==> src/rtl/irq_vector_ctrl.sv <==
module irq_vector_ctrl #(
  parameter int NSLOT = 16,
  parameter logic [15:0] HOLE_LO = 16'h2100,
  parameter logic [15:0] HOLE_HI = 16'h30FF
) (
  input  logic        clk,
  input  logic        rst_n,
  input  logic [4:0]  rst_cause,
  input  logic [2:0]  nmi_flag,
  input  logic [2:0]  nmi_en,
  input  logic [15:0] irq_flag,
  input  logic [15:0] irq_en,
  input  logic        gie,
  input  logic        fetch_valid,
  input  logic [15:0] fetch_addr,
  input  logic        rst_vec_valid,
  input  logic [15:0] rst_vec_word,
  input  logic        ack,
  output logic        irq_req,
  output logic [15:0] vec_addr,
  output logic [15:0] vec_latched,
  output logic        gie_clr,
  output logic        sys_rst_req,
  output logic        lpm_req
);
  localparam logic [15:0] VEC_RST  = 16'hFFFE;
  localparam logic [15:0] VEC_NMI  = 16'hFFFC;
  localparam logic [15:0] VEC_BASE = 16'hFFDC;
  localparam logic [15:0] EMPTY    = 16'h0040;

  logic        rst_hit, nmi_hit, mask_hit, bad_fetch, fetch_rst_q;
  logic [15:0] live;
  logic [15:0] mask_vec;

  assign live     = irq_flag & irq_en & ~EMPTY & {16{gie}};
  assign rst_hit  = |rst_cause;
  assign nmi_hit  = |(nmi_flag & nmi_en);
  assign mask_hit = |live;

  always_comb begin
    mask_vec = 16'h0000;
    for (int i = 0; i < NSLOT; i++)
      if (live[i]) mask_vec = VEC_BASE + 16'(2 * i);
  end

  assign irq_req  = rst_hit | nmi_hit | mask_hit;
  assign vec_addr = rst_hit ? VEC_RST : nmi_hit ? VEC_NMI : mask_vec;

  assign bad_fetch = fetch_valid &&
                     (fetch_addr < 16'h0200 || (fetch_addr >= HOLE_LO && fetch_addr <= HOLE_HI));

  always_ff @(posedge clk or negedge rst_n)
    if (!rst_n) begin
      fetch_rst_q <= 1'b0;
      lpm_req     <= 1'b0;
      vec_latched <= 16'h0000;
      gie_clr     <= 1'b0;
    end else begin
      fetch_rst_q <= bad_fetch;
      if (rst_vec_valid) lpm_req <= (rst_vec_word == 16'hFFFF);
      gie_clr <= 1'b0;
      if (ack && irq_req) begin
        vec_latched <= vec_addr;
        gie_clr     <= !rst_hit && !nmi_hit;
      end
    end

  assign sys_rst_req = rst_hit | fetch_rst_q;

  always_comb begin
    if (rst_n && irq_req)
      assert_vec_in_table_R4: assert (vec_addr[15:6] == 10'h3FF && !vec_addr[0]);
    if (rst_n)
      assert_slot_empty_R5: assert (vec_addr != 16'hFFE8);
  end

  assert_gie_blocks_R3: assert property (@(posedge clk) disable iff (!rst_n)
    (!gie && !rst_hit && !(|(nmi_flag & nmi_en))) |-> !irq_req);

  assert_fetch_reset_R6: assert property (@(posedge clk) disable iff (!rst_n)
    (fetch_valid && fetch_addr < 16'h0200) |=> sys_rst_req);

  assert_lpm_set_R7: assert property (@(posedge clk) disable iff (!rst_n)
    (rst_vec_valid && rst_vec_word == 16'hFFFF) |=> lpm_req);

  assert_clr_after_ack_R8: assert property (@(posedge clk) disable iff (!rst_n)
    gie_clr |-> $past(ack));

  assert_nmi_no_clr_R2: assert property (@(posedge clk) disable iff (!rst_n)
    (ack && nmi_hit) |=> !gie_clr);
endmodule

==> config.mk <==
export PLATFORM = sky130hd
export DESIGN_NAME = irq_vector_ctrl
export DESIGN_NICKNAME = d
export VERILOG_FILES = /design/src/rtl/irq_vector_ctrl.sv
export SDC_FILE = /design/constraint.sdc
export NUM_CORES = 1
export LEC_CHECK = 0
export ABC_AREA = 1
export ABC_CLOCK_PERIOD_IN_PS = 3120
export BUFFER_PORTS_ARGS = -buffer_cell sky130_fd_sc_hd__buf_2
export CAP_MARGIN = 10
export CORE_AREA = 10 10 71 61
export CTS_BUF_LIST = sky130_fd_sc_hd__clkbuf_4 sky130_fd_sc_hd__clkbuf_8 sky130_fd_sc_hd__clkbuf_16
export CTS_CLUSTER_SIZE = 28
export DETAILED_ROUTE_END_ITERATION = 8
export DIE_AREA = 0 0 81 71
export GPL_ROUTABILITY_DRIVEN = 0
export GPL_TIMING_DRIVEN = 1
export PLACE_DENSITY = 0.79
export SLEW_MARGIN = 20
export SYNTH_ARGS = -nofsm -noshare
export SYNTH_HDL_FRONTEND = slang
export SYNTH_SLANG_ARGS = --single-unit
==> constraint.sdc <==
create_clock -name clk -period 3.12 [get_ports clk]
set_clock_uncertainty 0.2 [all_clocks]
set_input_delay 0.78 -clock clk [delete_from_list [all_inputs] [get_ports clk]]
set_output_delay 0.78 -clock clk [all_outputs]
set_load 0.02 [all_outputs]
* Word-level counts from Yosys, hierarchy flattened
Cells that the tools add are included.
** Operators by class
- Bitwise gates (word level) :: 6
- Eq/ne operators :: 1
- Magnitude comparators :: 3
- Muxes and demuxes :: 19
- Reduce and logical (&&, ||, !) cells :: 10
** Operator list (count)
- two-way mux 16 bit :: 18
- AND 16 bit :: 2
- equality test 16 bit (second input constant) :: 1
- greater-or-equal comparator 16 x 14 -> 1 bit (second input constant) :: 1
- less-or-equal comparator 16 x 14 -> 1 bit (second input constant) :: 1
- < comparator 16 x 10 -> 1 bit (second input constant) :: 1
- OR reduction 16 bit :: 1
- OR reduction 5 bit :: 1
- logical AND 1 bit :: 4
- AND 3 bit :: 1
- bitwise OR 1 bit :: 3
- OR reduction 3 bit :: 1
- logical NOT 1 bit :: 2
- logical OR 1 bit :: 1
- two-way mux 1 bit :: 1
** Storage, ports and cells
- Register bits :: 19
- Output and inout bits :: 36
- Input port bits :: 81

* Longest topological paths before layout
- Depth after elaboration :: 20
- Mapped depth :: 18
- Mapped depth without buffers :: 18

* Worst setup path after synthesis
OpenSTA, ideal clock, no wires.
- Path type :: input port to output port
- Start point :: input rst_cause[3]
- End point :: output vec_addr[10]
- Arrival time :: 2.134 ns
- Path slack :: 0.006 ns
- Buffers on the path :: 1
- Data required time :: 2.140 ns
- Cell stages on the path :: 7
- Path through :: nor2_1 > nand2_1 > nor2_2 > nand2_1 > nor4_4 > nand4_1 > buf_4
** Between the ends
- Longest elaborated chain between the ends :: 2
** Ends and longest elaborated chain
- start, declared :: RTL line 8 : input logic [4:0] rst_cause,
- OR reduction 5 bit :: RTL line 36 : assign rst_hit = |rst_cause;
- two-way mux 16 bit :: RTL line 47 : assign vec_addr = rst_hit ? VEC_RST : nmi_hit ? VEC_NMI : mask_vec;
- end, declared :: RTL line 20 : output logic [15:0] vec_addr,
Every way passes these cells.

* Worst setup path after layout
- Start point :: input gie
- End point :: output irq_req
** Between the ends
- Longest elaborated chain between the ends :: 3
** Ends and longest elaborated chain
- start, declared :: RTL line 13 : input logic gie,
- AND 16 bit :: RTL line 35 : assign live = irq_flag & irq_en & ~EMPTY & {16{gie}};
- OR reduction 16 bit :: RTL line 38 : assign mask_hit = |live;
- bitwise OR 1 bit :: RTL line 46 : assign irq_req = rst_hit | nmi_hit | mask_hit;
- end, declared :: RTL line 19 : output logic irq_req,
Every way passes these cells.

==> qor.yml <==
power:
  leakage_nw: 0.776
  p_per_area_nw_per_um2: 266
  max-vdd-ir-drop_uv: 98.3
final_layout:
  final_cell_mix: "102 x buf_2, 38 x nand2_1, 14 x nand3_1, 11 x nor2_1, 10 x inv_1"
  stdcell_count: 268
  fin_nets: 310
  drive_above_1_share_pct: 55.3
  multi_input_area_sq_um: 490
  layout.area.seq_sq_um: 225
  num_antenna_cells: 0
  syn_to_final_growth_pct: 55.8
  nFillCells: 318
  final_util_pct: 47.9
  mostFrequentLayoutCell: "buf_2"
cts:
  clkSinkCount: 9
  tritoncts: "built"
  clk_pin_slew_ns: 0.05
  numCtsBuffers: 3
  root_buffer: "clkbuf_8"
  clkLatencyLatePin_ns: 0.23
  clockBufferDepth: 2
  htreeDepth: 1
critical_path:
  path_class: "in -> out"
  endpoint_kind: "primary output"
  critPathMaxFanout: 9
  arrival_ns: 1.99
  reg2reg_slack_ns: 2.11
  regToRegStartpoint: "vec_latched[14]"
  crit_required_ns: 2.14
  r2r_end: "vec_latched[14]"
  reg2reg_depth: 1
  worst_setup_path_start_kind: "primary input"
synth:
  synth_xor_area_share_pct: 0
  synthDistinctLibCells: 24
  synth_seq_area_share_pct: 24.6
  ys_warn_count: 0
  synthSimpleGateAreaFrac_pct: 45.0
  synth_compound_area_share_pct: 6.29
  synth-seq-cells: 9
  muxShareOfSynthArea_pct: 1.23
  synth_top_family_by_area: "simple AND/OR/NAND/NOR gates"
  yosys.area_share.adder_pct: 0
  syn_area_per_cell_sq_um: 6.78
  syn_inst: 135
  synth_area_sq_um: 915
die:
  die_y_um: 71
  dieArea_sq_um: 5750
  initial_utilization_pct: 30.8
  io_pins: 117
  die_x_um: 81
  rows: 18
  design.core.area_sq_um: 2970
placement:
  placed_cells: 263
  numPortBuffers: 104
  dp.final_hpwl_um: 3190
  dp_slack_ns: -0.00334
global_route:
  grt_pass1_wl_um: 5220
  grt_overflow: 0
  grt_pass1_vias: 1217
  grt_max_degree: 12
  track_usage_pct: 10.9
  antenna_found_initial: 0
hold_path:
  hp-class: "in -> async"
detailed_routing:
  wire_per_inst_um: 12.7
  vias: 1172
  drtIter0Drc: 13
  drt_pass1_iterations: 4
  drt_wl_total_um: 3390
  postRouteAntennaNets: 0
  vias_per_cell: 4.37
  drc: 0
outcome:
  status: "completed"
timing:
  post-route-min-period_ns: 2.97
  finalCritPeriodShare_pct: 95.2
  timing.final.ws_setup_ns: 0.149
  maxSlewViolCount: 0
  setup_violations: 0
  rsz0062_at_grt: "yes"
  max_freq_mhz: 337
  hold_viol: 0
flow_run:
  maxCapViolCount: 0
## through the flow
| stage | power, mW | setup TNS (ns) | area (sq um) | hold WS [ns] |
|---|---|---|---|---|
| after global placement | 0.235 | 0 | 1360 | 0.260 |
| after CTS | 0.380 | 0 | 1410 | 0.202 |
| after floorplan | 0.179 | 0 | 918 | 0.284 |
| after detailed placement | 0.238 | -0.0222 | 1360 | 0.269 |
| after global routing | 0.404 | -0.0109 | 1430 | 0.210 |
| final | 0.379 | 0 | 1430 | 0.194 |
## final cells by class
type / instances / area share (%)
sequential: 9 / 15.8
tap: 40 / 3.51
inverter: 11 / 3.07
timing repair buffer: 109 / 39.8
clock buffer: 4 / 3.42
multi-input combinational: 95 / 34.4
## registers in the layout, indices dropped and copies added (netlist names)
name,flops
lpm_req,1
fetch_rst_q,1
vec_latched,6
gie_clr,1
## power breakdown
part / switching [mW] / leakage (nW) / total (mW) / internal, mW
combinational: 0.0593 / 0.650 / 0.114 / 0.0543
clock: 0.0458 / 0.0262 / 0.144 / 0.0977
sequential: 0.00172 / 0.100 / 0.122 / 0.120
## what timing repair did
| action | 4_1_cts | 5_1_grt |
|---|---|---|
| resized for setup | 0 | 5 |
| endpoints found under the setup margin | 10 | 13 |
| pin swaps | 1 | 0 |
| hold buffers | 0 | 0 |
| gates cloned | 0 | 0 |
| buffers inserted | 1 | 0 |
## layer usage
metal	GRT usage, %	vias up	share of wire [%]
met5	0	-	0
met4	4.03	0	1.1
met3	4.42	2	14
met2	18.8	64	46
met1	11.6	499	39
li1	-	607	-
## how the worst max path moves through the flow
stage | slack (ns) | endpoint | cells past startpoint | from
CTS | 0.08 | vec_addr[2] | 9 | gie
global placement | 0.09 | vec_addr[10] | 8 | gie
floorplan | 0.006 | vec_addr[10] | 7 | rst_cause[3]
detailed placement | -0.003 | vec_addr[13] | 8 | gie
finish | 0.15 | irq_req | 9 | gie
global route | -0.01 | irq_req | 9 | gie
## cells by family (layout without fill, tap and decap cells)
group	Yosys count	in the layout
AOI/OAI and AO/OA	10	10
buffers and inverters	32	124
DFF	9	9
muxes	1	1
other	1	2
and+or+nand+nor	82	82
## synthesized netlist by cell type
library cell	n	share of area (%)
nand2_1	39	16
nand4_2	1	1.4
o211ai_1	1	0.82
o21ai_0	3	1.6
nor2_1	11	4.5
nor4_1	2	1.4
a31oi_1	1	0.68
nand2_4	1	1.2
conb_1	1	0.41
inv_4	1	0.68
nand4_1	5	3.4
buf_6	1	1.2
mux2_2	1	1.2
nor4_4	1	2.3
nand2_2	2	1.4
buf_4	20	16
or2_1	1	0.68
nand3_2	4	4.4
nor2_2	1	0.68
dfrtp_1	9	25
a21oi_1	4	2.2
o2111ai_1	1	0.96
nand3_1	14	7.7
inv_1	10	4.1
## worst max-delay path, stage by stage
cell	delay (ns)
buf_4	0.15
nand3_1	0.09
nand2_1	0.06
inv_1	0.08
nand2_1	0.11
nor4_4	0.25
buf_4	0.16
nand4_2	0.11
buf_2	0.19
No activity file was read; power rests on OpenSTA's default activity.
